===== config.mk =====
export PLATFORM = sky130hd
export DESIGN_NAME = link_wake_seq
export DESIGN_NICKNAME = d
export VERILOG_FILES = /design/src/rtl/lss_pkg.sv /design/src/rtl/lss_ref_watch.sv /design/src/rtl/lss_idle_meter.sv /design/src/rtl/lss_phase_fsm.sv /design/src/rtl/link_wake_seq.sv
export SDC_FILE = /design/constraint.sdc
export NUM_CORES = 1
export LEC_CHECK = 0
export BUFFER_PORTS_ARGS = -buffer_cell sky130_fd_sc_hd__buf_4
export CORE_UTILIZATION = 41
export DETAILED_ROUTE_END_ITERATION = 6
export PLACE_DENSITY_LB_ADDON = 0.25
export RECOVER_POWER = 50
export SLEW_MARGIN = 10
export SYNTH_ARGS = -nofsm -noshare
export SYNTH_HDL_FRONTEND = slang
export SYNTH_SLANG_ARGS = --single-unit

===== constraint.sdc =====
create_clock -name clk -period 4.9 [get_ports clk]
set_input_delay 0.735 -clock clk [delete_from_list [all_inputs] [get_ports clk]]
set_output_delay 0.735 -clock clk [all_outputs]
set_load 0.01 [all_outputs]

===== src/rtl/lss_pkg.sv =====
package lss_pkg;

    typedef enum logic [3:0] {
        ST_OFF,
        ST_CK_PULSE,
        ST_CK_LOW,
        ST_CK_RUN,
        ST_DT_PULSE,
        ST_DT_LOW,
        ST_DT_HIGH,
        ST_IDLE,
        ST_DRAIN
    } seq_state_e;

    localparam logic [1:0] CK_OFF   = 2'd0;
    localparam logic [1:0] CK_PULSE = 2'd1;
    localparam logic [1:0] CK_RUN   = 2'd2;

    localparam logic [1:0] DT_OFF   = 2'd0;
    localparam logic [1:0] DT_PULSE = 2'd1;
    localparam logic [1:0] DT_HIGH  = 2'd2;

endpackage


===== src/rtl/lss_ref_watch.sv =====
module lss_ref_watch #(
    parameter int unsigned STOP_N = 4
) (
    input  logic clk,
    input  logic rst_n,
    input  logic ref_lvl,
    output logic ref_rise,
    output logic ref_stopped
);
    localparam int unsigned SW = $clog2(STOP_N + 1);

    logic          ref_q;
    logic [SW-1:0] stall;

    always_ff @(posedge clk or negedge rst_n) begin
        if (!rst_n) begin
            ref_q <= 1'b0;
            stall <= '0;
        end else begin
            ref_q <= ref_lvl;
            if (ref_lvl != ref_q) begin
                stall <= '0;
            end else if (stall != SW'(STOP_N)) begin
                stall <= stall + 1'b1;
            end
        end
    end

    assign ref_rise    = ref_lvl & ~ref_q;
    assign ref_stopped = (stall == SW'(STOP_N));

endmodule


===== src/rtl/lss_idle_meter.sv =====
module lss_idle_meter #(
    parameter int unsigned IDLE_MIN = 100
) (
    input  logic clk,
    input  logic rst_n,
    input  logic bus_idle,
    output logic idle_ok
);
    localparam int unsigned IW = $clog2(IDLE_MIN + 1);

    logic [IW-1:0] quiet;

    always_ff @(posedge clk or negedge rst_n) begin
        if (!rst_n) begin
            quiet <= '0;
        end else if (!bus_idle) begin
            quiet <= '0;
        end else if (quiet != IW'(IDLE_MIN)) begin
            quiet <= quiet + 1'b1;
        end
    end

    assign idle_ok = (quiet == IW'(IDLE_MIN));

endmodule


===== src/rtl/lss_phase_fsm.sv =====
module lss_phase_fsm
    import lss_pkg::*;
#(
    parameter int unsigned CK_PULSE_LEN = 128,
    parameter int unsigned CK_LOW_LEN   = 128,
    parameter int unsigned CK_RUN_LEN   = 504,
    parameter int unsigned DT_PULSE_LEN = 128,
    parameter int unsigned DT_LOW_LEN   = 8,
    parameter int unsigned DT_HIGH_LEN  = 128
) (
    input  logic       clk,
    input  logic       rst_n,
    input  logic       wake_ok,
    input  logic       go_sleep,
    input  logic       drain_done,
    input  logic       ref_rise,
    output logic [1:0] ck_line,
    output logic [1:0] dt_line,
    output logic       link_ready,
    output logic       sleep_req
);
    localparam int unsigned M1   = (CK_PULSE_LEN > CK_LOW_LEN) ? CK_PULSE_LEN : CK_LOW_LEN;
    localparam int unsigned M2   = (CK_RUN_LEN > DT_PULSE_LEN) ? CK_RUN_LEN : DT_PULSE_LEN;
    localparam int unsigned M3   = (DT_LOW_LEN > DT_HIGH_LEN) ? DT_LOW_LEN : DT_HIGH_LEN;
    localparam int unsigned M12  = (M1 > M2) ? M1 : M2;
    localparam int unsigned MAXL = (M12 > M3) ? M12 : M3;
    localparam int unsigned TW   = $clog2(MAXL + 1);

    seq_state_e  state, state_n;
    logic [TW-1:0] tmr;
    int unsigned cur_len;
    logic        in_startup;
    logic        last_tick;

    always_comb begin
        unique case (state)
            ST_CK_PULSE: cur_len = CK_PULSE_LEN;
            ST_CK_LOW:   cur_len = CK_LOW_LEN;
            ST_CK_RUN:   cur_len = CK_RUN_LEN;
            ST_DT_PULSE: cur_len = DT_PULSE_LEN;
            ST_DT_LOW:   cur_len = DT_LOW_LEN;
            ST_DT_HIGH:  cur_len = DT_HIGH_LEN;
            default:     cur_len = 1;
        endcase
    end

    assign in_startup = (state inside {ST_CK_PULSE, ST_CK_LOW, ST_CK_RUN,
                                       ST_DT_PULSE, ST_DT_LOW, ST_DT_HIGH});
    assign last_tick  = ref_rise && (tmr == TW'(cur_len - 1));

    // next-state decision
    always_comb begin
        state_n = state;
        unique case (state)
            ST_OFF:      if (wake_ok) state_n = ST_CK_PULSE;
            ST_CK_PULSE: if (go_sleep) state_n = ST_OFF;
                         else if (last_tick) state_n = ST_CK_LOW;
            ST_CK_LOW:   if (go_sleep) state_n = ST_OFF;
                         else if (last_tick) state_n = ST_CK_RUN;
            ST_CK_RUN:   if (go_sleep) state_n = ST_OFF;
                         else if (last_tick) state_n = ST_DT_PULSE;
            ST_DT_PULSE: if (go_sleep) state_n = ST_OFF;
                         else if (last_tick) state_n = ST_DT_LOW;
            ST_DT_LOW:   if (go_sleep) state_n = ST_OFF;
                         else if (last_tick) state_n = ST_DT_HIGH;
            ST_DT_HIGH:  if (go_sleep) state_n = ST_OFF;
                         else if (last_tick) state_n = ST_IDLE;
            ST_IDLE:     if (go_sleep) state_n = ST_DRAIN;
            ST_DRAIN:    if (drain_done) state_n = ST_OFF;
            default:     state_n = ST_OFF;
        endcase
    end

    // state register
    always_ff @(posedge clk or negedge rst_n) begin
        if (!rst_n) begin
            state <= ST_OFF;
        end else begin
            state <= state_n;
        end
    end

    // per-phase reference edge timer
    always_ff @(posedge clk or negedge rst_n) begin
        if (!rst_n) begin
            tmr <= '0;
        end else if (state_n != state) begin
            tmr <= '0;
        end else if (in_startup && ref_rise) begin
            tmr <= tmr + 1'b1;
        end
    end

    // output decode
    always_comb begin
        ck_line    = CK_OFF;
        dt_line    = DT_OFF;
        link_ready = 1'b0;
        sleep_req  = 1'b0;
        unique case (state)
            ST_OFF:      sleep_req = 1'b1;
            ST_CK_PULSE: ck_line = CK_PULSE;
            ST_CK_LOW:   ck_line = CK_OFF;
            ST_CK_RUN:   ck_line = CK_RUN;
            ST_DT_PULSE: begin ck_line = CK_RUN; dt_line = DT_PULSE; end
            ST_DT_LOW:   ck_line = CK_RUN;
            ST_DT_HIGH:  begin ck_line = CK_RUN; dt_line = DT_HIGH; end
            ST_IDLE:     begin ck_line = CK_RUN; dt_line = DT_HIGH; link_ready = 1'b1; end
            ST_DRAIN:    begin ck_line = CK_RUN; dt_line = DT_HIGH; end
            default:     sleep_req = 1'b1;
        endcase
    end

endmodule


===== src/rtl/link_wake_seq.sv =====
module link_wake_seq #(
    parameter int unsigned CK_PULSE_LEN = 128,
    parameter int unsigned CK_LOW_LEN   = 128,
    parameter int unsigned CK_RUN_LEN   = 504,
    parameter int unsigned DT_PULSE_LEN = 128,
    parameter int unsigned DT_LOW_LEN   = 8,
    parameter int unsigned DT_HIGH_LEN  = 128,
    parameter int unsigned STOP_N       = 4,
    parameter int unsigned IDLE_MIN     = 100
) (
    input  logic       clk,
    input  logic       rst_n,
    input  logic       pd_n,
    input  logic       ref_lvl,
    input  logic       bus_idle,
    input  logic       frame_req,
    input  logic       err_in,
    output logic [1:0] ck_line,
    output logic [1:0] dt_line,
    output logic       link_ready,
    output logic       sleep_req,
    output logic       frame_go,
    output logic       err_flag
);
    logic ref_rise, ref_stopped, idle_ok;
    logic go_sleep, wake_ok;

    lss_ref_watch #(.STOP_N(STOP_N)) u_ref (
        .clk(clk), .rst_n(rst_n), .ref_lvl(ref_lvl),
        .ref_rise(ref_rise), .ref_stopped(ref_stopped)
    );

    lss_idle_meter #(.IDLE_MIN(IDLE_MIN)) u_idle (
        .clk(clk), .rst_n(rst_n), .bus_idle(bus_idle), .idle_ok(idle_ok)
    );

    assign go_sleep = !pd_n || ref_stopped;
    assign wake_ok  = pd_n && !ref_stopped;

    lss_phase_fsm #(
        .CK_PULSE_LEN(CK_PULSE_LEN), .CK_LOW_LEN(CK_LOW_LEN),
        .CK_RUN_LEN(CK_RUN_LEN),     .DT_PULSE_LEN(DT_PULSE_LEN),
        .DT_LOW_LEN(DT_LOW_LEN),     .DT_HIGH_LEN(DT_HIGH_LEN)
    ) u_fsm (
        .clk(clk), .rst_n(rst_n),
        .wake_ok(wake_ok), .go_sleep(go_sleep), .drain_done(idle_ok),
        .ref_rise(ref_rise),
        .ck_line(ck_line), .dt_line(dt_line),
        .link_ready(link_ready), .sleep_req(sleep_req)
    );

    // frames pass only once the link is ready
    assign frame_go = frame_req & link_ready;

    // sticky error, cleared while off
    always_ff @(posedge clk or negedge rst_n) begin
        if (!rst_n) begin
            err_flag <= 1'b0;
        end else if (sleep_req) begin
            err_flag <= 1'b0;
        end else if (err_in) begin
            err_flag <= 1'b1;
        end
    end

endmodule


==> summary.md, run 1 <==
| Metric | Value |
|---|---|
| Core ar. | 3690 um2 |
| Die W | 64.1 um |
| Max cap viols | 0 |
| CP Launch Point | u_fsm.state[3] |
| Setup CP Type | reg2out |
| Synth Net Count | 175 |
| Reg2Reg Launch Point | u_fsm.state[2] |
| Hold endpoint | err_flag |
| GRT overflow | 0 |
| Crit-path max FO | 12 |
| CTS-repair resized insts | 0 |
| Mux contribution to synthesized area | 1.27% |
| Critical path arrival | 1.82 ns |
| Final Cycle Share | 52.2% |
| IO Count | 15 |
| Max-slew headroom | 10.2% |
| CTS Hold Bufs | 0 |
| Largest delay share family, worst path | simple AND/OR/NAND/NOR gates |
| Sequential share of the synthesized area | 39.6% |
| CP Capture Type | primary output |
| DR iter-0 viols | 112 |
| Synth Area in Simple Gates | 25.6% |
| RSZ-0062 raised after global routing | false |
| Htree depth | 1 |
| Leak pwr | 0.735 nW |
| Setup bufs post-CTS | 0 |
| TritonCTS clock tree | built |
| Post-synthesis register bit count | 25 |
| Clk Latency, worst-skew pair | 0.27 ns |
| Worst Setup Start Kind | flop |
| Antenna-violating nets left | 0 |
| Die H | 64.1 um |
| Async set or reset register ratio after synthesis | 100% |
| Final Hold Fails | 0 |
| Cells along the critical path | inv_1 -> nand2_1 -> nor2_1 -> and2_1 -> buf_4 |
| ANT cells | 0 |
| Worst-margin pin slew | 1.35 ns |
| Power Density | 256 nW/um2 |
| Largest net degree at the start of global routing | 26 |
| Syn-to-layout area delta | 10.7% |
| Detail Placement HPWL | 2240 um |
| Reg2Reg Depth | 5 |
| YS warnings | 0 |
| RePlAce Congestion | 0.751 |
| RR Endpoint | u_fsm.tmr[2] |
| Residual DRC count | 0 |
| Synth Area in XOR/XNOR | 7.75% |
| PortBufs | 14 |
| CTS Buf Count | 3 |
| WHS Path Cells | 2 |
| R2R Setup Slk | 2.58 ns |
| Clock Tree Root | clkbuf_8 |
| Drt wl/cell | 13.7 um |
| Max Transition Viols Final | 0 |
| Layout Skew | 0.00769 ns |
| Row count | 22 |
| Initial antenna violation count | 0 |
| Slowest stage delay, CP | 0.55 ns |
| Worst EP required | 4.16 ns |
| Vias in the first global route | 1212 |
| HP Class | reg2reg |
| CTS clk-pin slew, worst paths | 0.08 ns |
| Leading register cell type out of synthesis | dfrtp_1 |
| Share of cells above drive strength 1 | 14.2% |
| Via Count | 1217 |
| Drt pass-1 iters | 4 |
| Setup TNS | 0 ns |
| Most frequent cells in the layout | dfrtp_1, nor2_1, buf_4 |
| Max VDD drop | 0.129 mV |
| # setup viols final | 0 |
| Post-Syn Area | 1580 um2 |
| First-pass GRT wire length | 5580 um |
| Drt total wl | 3070 um |
| CP max-delay cell | dfrtp_1 |
| DIE AREA | 4110 um2 |
| Fmax | 391 MHz |
| Design area | 1750 um2 |
| Placed instance area | 1710 um2 |
| # nets final | 190 |
| Routed vias/inst | 5.43 |
| Tmin final | 2.56 ns |
| Tot Pwr | 0.448 mW |
| Post-synthesis compound-gate area fraction | 16.6% |
| Global Route Usage Sum | 17.4% |
| Initial Util | 42.9% |
| Syn Area/Cell | 9.76 um2 |
| Commonest non-fill, non-tap cell in the layout | dfrtp_1 |
| Clock sink count | 25 |
| Largest family of logic cells by synthesized area | simple AND/OR/NAND/NOR gates |
| Synth cell types | 41 |
| Outcome | complete, no violations |
| Hold Path Origin | err_flag |
| CTS max path bufs | 2 |
| Post-synth EDFFs | 0 |
| Post-synthesis adder-cell area fraction | 4.75% |
| Cells after Synth | 162 |
| WP buf/inv | 2 |
-- where the power goes --
| part | leakage (nW) | switching [mW] | internal, mW | total, mW |
|---|---|---|---|---|
| sequential | 0.338 | 0.0140 | 0.218 | 0.232 |
| clock | 0.0228 | 0.0651 | 0.0582 | 0.123 |
| combinational | 0.374 | 0.0529 | 0.0402 | 0.0931 |
-- metal layers --
metal  GRT usage [%]  wire length (um)  vias up  part of all wire, %
met5               0                 0        -                    0
met3            2.68                63        2                  2.1
met2            27.5              1480       15                   48
met4            5.00                17        0                 0.55
met1            24.6              1520      596                   49
li1                -                 -      604                    -
-- Yosys cell counts (all sizes together), types with 4 or more instances --
master,instances,area share (%)
inv,10,2.4
o41ai,4,4.6
dfrtp,25,40
and3,6,2.7
o21ai,7,2.2
nand3,9,2.8
xor2,4,2.2
nor3,8,3.6
a21oi,4,1.3
nand2,11,2.6
or3,4,1.9
and2,5,2.0
xnor2,10,5.5
nor2,17,4.0
ha,6,4.7
-- layout make-up --
type,count,area (um2)
well taps,48,60.1
multi-input cells,123,885
flip-flops and latches,25,626
inverters,10,37.5
clock buffers,4,45.0
fillers,358,1940
repair buffers,14,97.6
-- worst reg2reg max path, stage by stage (launching register included) --
cell	delay [ns]
dfrtp_1	0.54
nor3_2	0.55
nor3_4	0.11
mux2i_1	0.27
o41ai_4	0.62
nor2_1	0.11
-- sequential cells by signal, summed over array words and instances (netlist names) --
register and flops:
u_fsm.state 4, err_flag 1, u_ref.stall 3, u_idle.quiet 7
u_fsm.tmr 9, u_ref.ref_q 1
-- worst max-delay path by stage --
stage / end / cells after the start / slack, ns
6_report: frame_go / 5 / 2.34
3_5_place_dp: u_fsm.tmr[3] / 5 / 2.56
2_1_floorplan: u_fsm.state[1] / 6 / 2.93
4_1_cts: ck_line[1] / 4 / 2.32
5_1_grt: dt_line[1] / 4 / 2.15
3_3_place_gp: u_fsm.tmr[2] / 5 / 2.58
-- per-stage QoR --
step	util (%)	cells	hold WS [ns]	setup WS, ns
after floorplan	-	162	0.439	2.93
after global placement	46.4	220	0.475	2.58
after detailed placement	46.4	220	0.498	2.56
after CTS	47.7	224	0.363	2.32
after global routing	47.5	224	0.590	2.15
final	47.5	224	0.513	2.34
-- kinds of logic (layout without fill, tap and decap cells) --
logic type,Yosys count,after routing
xor gates and xnor gates,14,14
AOI/OAI and AO/OA,28,28
buffers and inverters,14,28
adders and majority gates,6,6
muxes,2,2
DFF,25,25
and+or+nand+nor,73,73
No activity file was read; power rests on OpenSTA's default activity.
==> run 2, diff against run 1 <==
Clock period 4.9 ns to 2.31 ns, I/O delays scaled along.
==> summary.md, run 2 (synthesis gave the netlist of run 1 again) <==
| Metric | Value |
|---|---|
| Outcome | complete, no violations |
| Max-slew headroom | 7.20% |
| CTS Buf Count | 3 |
| Top Registers | u_fsm.tmr: 9 flops, u_idle.quiet: 7 flops, u_fsm.state: 4 flops |
| Hold Path Origin | ref_lvl |
| R2R Setup Slk | 0.14 ns |
| Die H | 64.1 um |
| HP Class | in2reg |
| Max Transition Viols Final | 0 |
| ANT cells | 0 |
| Most frequent cells in the layout | dfrtp_1, buf_4, nor2_1 |
| RR Endpoint | u_fsm.tmr[1] |
| Post-route setup slack | 0.135 ns |
| GRT overflow | 0 |
| Die W | 64.1 um |
| Largest net degree at the start of global routing | 26 |
| Core ar. | 3690 um2 |
| Cell count after placement | 225 |
| DIE AREA | 4110 um2 |
| Syn-to-layout area delta | 14.4% |
| # nets final | 197 |
| Reg2Reg Depth | 7 |
| Clock sink count | 25 |
| Final Cycle Share | 94.1% |
| IO Count | 15 |
| Leak pwr | 0.775 nW |
| Row count | 22 |
| Hold endpoint | u_ref.ref_q |
| CP Capture Type | flop |
| Drt wl/cell | 13.6 um |
| # setup viols final | 0 |
| RSZ-0062 raised after global routing | false |
| Register Area | 626 um2 |
| CP max-delay cell | mux2i_1 |
| Tmin final | 2.17 ns |
| Via Count | 1235 |
| Initial antenna violation count | 0 |
| CTS-repair resized insts | 0 |
| Layout Skew | 0.00203 ns |
| Residual DRC count | 0 |
| Max cap viols | 0 |
| Setup TNS | 0 ns |
| Worst EP required | 2.51 ns |
| Max VDD drop | 0.290 mV |
| Critical path arrival | 2.37 ns |
| Reg2Reg Launch Point | u_fsm.state[2] |
| Non-filler cells, final | 231 |
| Cells along the critical path | buf_4 -> and3_4 -> nor3_4 -> mux2i_1 -> o41ai_4 -> buf_4 -> a21oi_1 |
| Routed vias/inst | 5.35 |
| Design area | 1810 um2 |
| Final hold slack | 0.216 ns |
| Antenna-violating nets left | 0 |
| Vias in the first global route | 1235 |
| CTS max path bufs | 2 |
| WHS Path Cells | 1 |
| Clk Latency, worst-skew pair | 0.27 ns |
| Htree depth | 1 |
| Slowest stage delay, CP | 0.65 ns |
| Detail Placement HPWL | 2380 um |
| TritonCTS clock tree | built |
| Area of the multi-input gates | 885 um2 |
| Global Route Usage Sum | 17.6% |
| Cell depth of the worst setup path | 7 |
| # fillers | 356 |
| Setup CP Type | reg2reg |
| Placed instance area | 1750 um2 |
| Pre-CTS setup slack | 0.162 ns |
| Worst-margin pin slew | 1.39 ns |
| Max reg flops | 9 |
| Fmax | 460 MHz |
| Final core occ | 49.1% |
| First-pass GRT wire length | 5600 um |
| Worst Setup Start Kind | flop |
| Commonest non-fill, non-tap cell in the layout | dfrtp_1 |
| Drt total wl | 3150 um |
| PortBufs | 14 |
| Share of cells above drive strength 1 | 17.5% |
| CTS clk-pin slew, worst paths | 0.08 ns |
| Power Density | 530 nW/um2 |
| Clock Tree Root | clkbuf_8 |
| Crit-path max FO | 9 |
| Worst path most repeated cell | buf_4 |
| Drt pass-1 iters | 4 |
| Largest delay share family, worst path | multiplexers |
| RePlAce Congestion | 0.811 |
| WP buf/inv | 2 |
| Final Hold Fails | 0 |
| Initial Util | 42.9% |
| DR iter-0 viols | 72 |
| Tot Pwr | 0.959 mW |
| Reg with most FFs | u_fsm.tmr |
[run 2: cell type report]
type / count / area share (%)
Multi-Input combinational cell: 123 / 48.9
Sequential cell: 25 / 34.6
Timing Repair Buffer: 21 / 8.64
Tap cell: 48 / 3.32
Clock buffer: 4 / 2.49
Inverter: 10 / 2.07
[run 2: routing by layer]
layer  share of wire [%]  vias up  track usage (%)
met2                  51       26             29.3
met5                   0        -                0
met3                 3.9        5             2.86
li1                    -      612                -
met4                 1.4        0             6.39
met1                  44      592             22.9
[run 2: worst max-delay path by stage]
stage          slack (ns)              to            from
2_1_floorplan        0.34  u_fsm.state[1]  u_fsm.state[1]
3_3_place_gp         0.24  u_fsm.state[1]  u_fsm.state[0]
3_5_place_dp         0.16    u_fsm.tmr[2]  u_fsm.state[0]
4_1_cts              0.15    u_fsm.tmr[8]  u_fsm.state[0]
5_1_grt              0.01    u_fsm.tmr[6]  u_fsm.state[0]
6_report             0.14    u_fsm.tmr[1]  u_fsm.state[2]
[run 2: repair_timing]
action                                 in CTS  in global routing
buffers inserted                            0                  1
setup endpoints to repair                   0                  8
hold buffers                                1                  0
endpoints found under the hold margin      25                  0
[run 2: where the power goes]
group	leakage (nW)	internal, mW	switching [mW]
sequential	0.338	0.463	0.0290
combinational	0.414	0.0939	0.114
clock	0.0228	0.123	0.136
total	0.775	0.680	0.279
==> run 3, diff against run 2 <==
Settings changed: ABC_AREA set to 1, CORE_MARGIN set to 3.
==> summary.md, run 3 <==
| Metric | Value |
|---|---|
| Outcome | complete, no violations |
| # nets final | 245 |
| CTS Buf Count | 3 |
| Met1 usage | 18.9% |
| Yosys top cell by area | dfrtp_1 |
| Htree depth | 1 |
| Max VDD drop | 0.406 mV |
| CP Capture Type | flop |
| Post-synth EDFFs | 0 |
| Clock Tree Root | clkbuf_8 |
| Most frequent cells in the layout | nand2_1, inv_1, dfrtp_1 |
| Cells along the critical path | inv_1 -> nand2_1 -> nor2_2 -> nor2_4 -> nand2_2 -> nor2_1 -> nor2_4 -> nand3_4 -> nand2_1 -> nand2_1 -> nand2_1 -> nand3_1 -> nand2_2 -> nand2_4 -> nor3_2 |
| RSZ-0062 raised after global routing | false |
| CTS max path bufs | 2 |
| Max cap viols | 0 |
| Row count | 22 |
| Synth cell types | 33 |
| Async set or reset register ratio after synthesis | 100% |
| Routed vias/inst | 5.07 |
| Sequential share of the synthesized area | 37.4% |
| Post-synthesis register bit count | 25 |
| Area of the multi-input gates | 915 um2 |
| # fillers | 363 |
| PortBufs | 14 |
| Die H | 69.9 um |
| Max-slew headroom | 8.43% |
| # setup viols final | 0 |
| Leak pwr | 0.898 nW |
| Drt wl/cell | 11.9 um |
| Worst Setup Start Kind | flop |
| Pre-CTS setup slack | 0.150 ns |
| Leading register cell type out of synthesis | dfrtp_1 |
| Register Area | 626 um2 |
| Layout Skew | 0.00443 ns |
| Reg with most FFs | u_fsm.tmr |
| Clock sink count | 25 |
| Commonest cells in the netlist | nand2_1, inv_1, dfrtp_1, nor2_1, nand3_1 |
| Largest delay share family, worst path | simple AND/OR/NAND/NOR gates |
| Fmax | 477 MHz |
| Via Count | 1414 |
| WP buf/inv | 1 |
| Drt total wl | 3320 um |
| Global Route Usage Sum | 13.8% |
| Met2 GRT Util | 21.8% |
| DIE AREA | 4880 um2 |
| Synth Net Count | 225 |
| YS warnings | 0 |
| Commonest non-fill, non-tap cell in the layout | nand2_1 |
| CP max-delay cell | dfrtp_1 |
| Slowest stage delay, CP | 0.44 ns |
| GRT busiest layer | met2 |
| Critical path arrival | 2.29 ns |
| Syn Area/Cell | 7.88 um2 |
| Worst path most repeated cell | nand2_1 |
| TritonCTS clock tree | built |
| Top-count cell post-synth | nand2_1 |
| Worst EP required | 2.50 ns |
| ANT cells | 0 |
| Vias in the first global route | 1234 |
| Max reg flops | 9 |
| HP Class | in2reg |
| Initial antenna violation count | 0 |
| Post-Syn Area | 1670 um2 |
| Top Registers | u_fsm.tmr: 9 flops, u_idle.quiet: 7 flops, u_fsm.state: 4 flops |
| Grt met3 use | 3.31% |
| Drt pass-1 iters | 5 |
| GRT overflow | 0 |
| First-pass GRT wire length | 5540 um |
| Final Cycle Share | 90.8% |
| CTS clk-pin slew, worst paths | 0.09 ns |
| Share of cells above drive strength 1 | 20.8% |
| Clk Latency, worst-skew pair | 0.27 ns |
| Top cell type's share of synthesized area | 37.4% |
| DR iter-0 viols | 184 |
| Syn-to-layout area delta | 13.0% |
| Final Hold Fails | 0 |
| Final hold slack | 0.211 ns |
| Setup bufs post-CTS | 0 |
| Initial Util | 44.0% |
| Detail Placement HPWL | 2510 um |
| Core ar. | 3800 um2 |
| Setup CP Type | reg2reg |
| Worst-margin pin slew | 1.37 ns |
| Power Density | 721 nW/um2 |
| Die W | 69.9 um |
| Crit-path max FO | 9 |
| Largest net degree at the start of global routing | 26 |
| Synth top area cells | dfrtp_1, nand2_1, inv_1, nor3_2, nand3_1 |
| IO Count | 15 |
| Post-route setup slack | 0.213 ns |
| Residual DRC count | 0 |
| RePlAce Congestion | 0.916 |
| Tmin final | 2.10 ns |
| Antenna-violating nets left | 0 |
| Cells after Synth | 212 |
| Setup TNS | 0 ns |
| Max Transition Viols Final | 0 |
## run 3: changes by cell type in the layout (fill, tap and decap cells not counted), moves of 4 or more
cell | previous run | this run
and2_1 | 5 | 0
and3_1 | 5 | 1
buf_4 | 18 | 13
inv_1 | 10 | 31
nand2_1 | 11 | 37
nand2_2 | 0 | 7
nand3_1 | 9 | 17
nor3_2 | 1 | 9
o21ai_0 | 6 | 10
xnor2_1 | 10 | 1
## run 3: logic make-up (layout without fill, tap and decap cells)
| logic type | count (synthesis) | in the layout | synth area share (%) |
|---|---|---|---|
| flops | 25 | 25 | 37.4 |
| mux | 1 | 1 | 0.599 |
| buf+inv | 35 | 54 | 7.86 |
| xor+xnor | 7 | 7 | 3.67 |
| simple gates | 111 | 111 | 36.5 |
| compound gates | 27 | 27 | 9.43 |
| fa+ha+maj | 6 | 6 | 4.49 |
## run 3: routing by layer
metal | vias up | part of all wire (%)
li1 | 733 | -
met1 | 627 | 50
met2 | 46 | 44
met3 | 8 | 5.3
met4 | 0 | 1.5
met5 | - | 0
## run 3: worst paths after layout
path                              endpoint  cells past startpoint  slack, ns      startpoint
max reg2reg                   u_fsm.tmr[5]                     15       0.21  u_fsm.state[0]
min                            u_ref.ref_q                      1       0.21         ref_lvl
min in group asynchronous  u_idle.quiet[3]                      2       0.90           rst_n
max                           u_fsm.tmr[5]                     15       0.21  u_fsm.state[0]
max in group asynchronous   u_fsm.state[2]                      2       0.60           rst_n
min reg2reg                 u_ref.stall[2]                      1       0.51  u_ref.stall[2]
## run 3: power by group
part	total (mW)	internal (mW)	switching (mW)
combinational	0.571	0.198	0.373
clock	0.265	0.121	0.145
sequential	0.526	0.482	0.0437
## run 3: layout make-up
cell class / instances / share of cell area [%]
Sequential cell: 25 / 33.1
Clock inverter: 1 / 0.265
Inverter: 34 / 6.75
Timing Repair Buffer: 16 / 6.09
Tap cell: 48 / 3.18
Multi-Input combinational cell: 152 / 48.4
Clock buffer: 3 / 2.19
## run 3: through the flow
step | power [mW] | instances | cell area (um2) | util, %
global route | 1.47 | 279 | 1890 | 49.7
global placement | 1.11 | 274 | 1840 | 48.5
CTS | 1.38 | 279 | 1900 | 49.9
detailed placement | 1.11 | 274 | 1840 | 48.5
floorplan | 0.947 | 212 | 1670 | -
finish | 1.36 | 279 | 1890 | 49.7
## run 3: timing repair
item | 4_1_cts | 5_1_grt
hold endpoints to repair | 25 | 0
endpoints found under the setup margin | 0 | 9
hold buffers | 1 | 0
gates resized for setup | 0 | 1
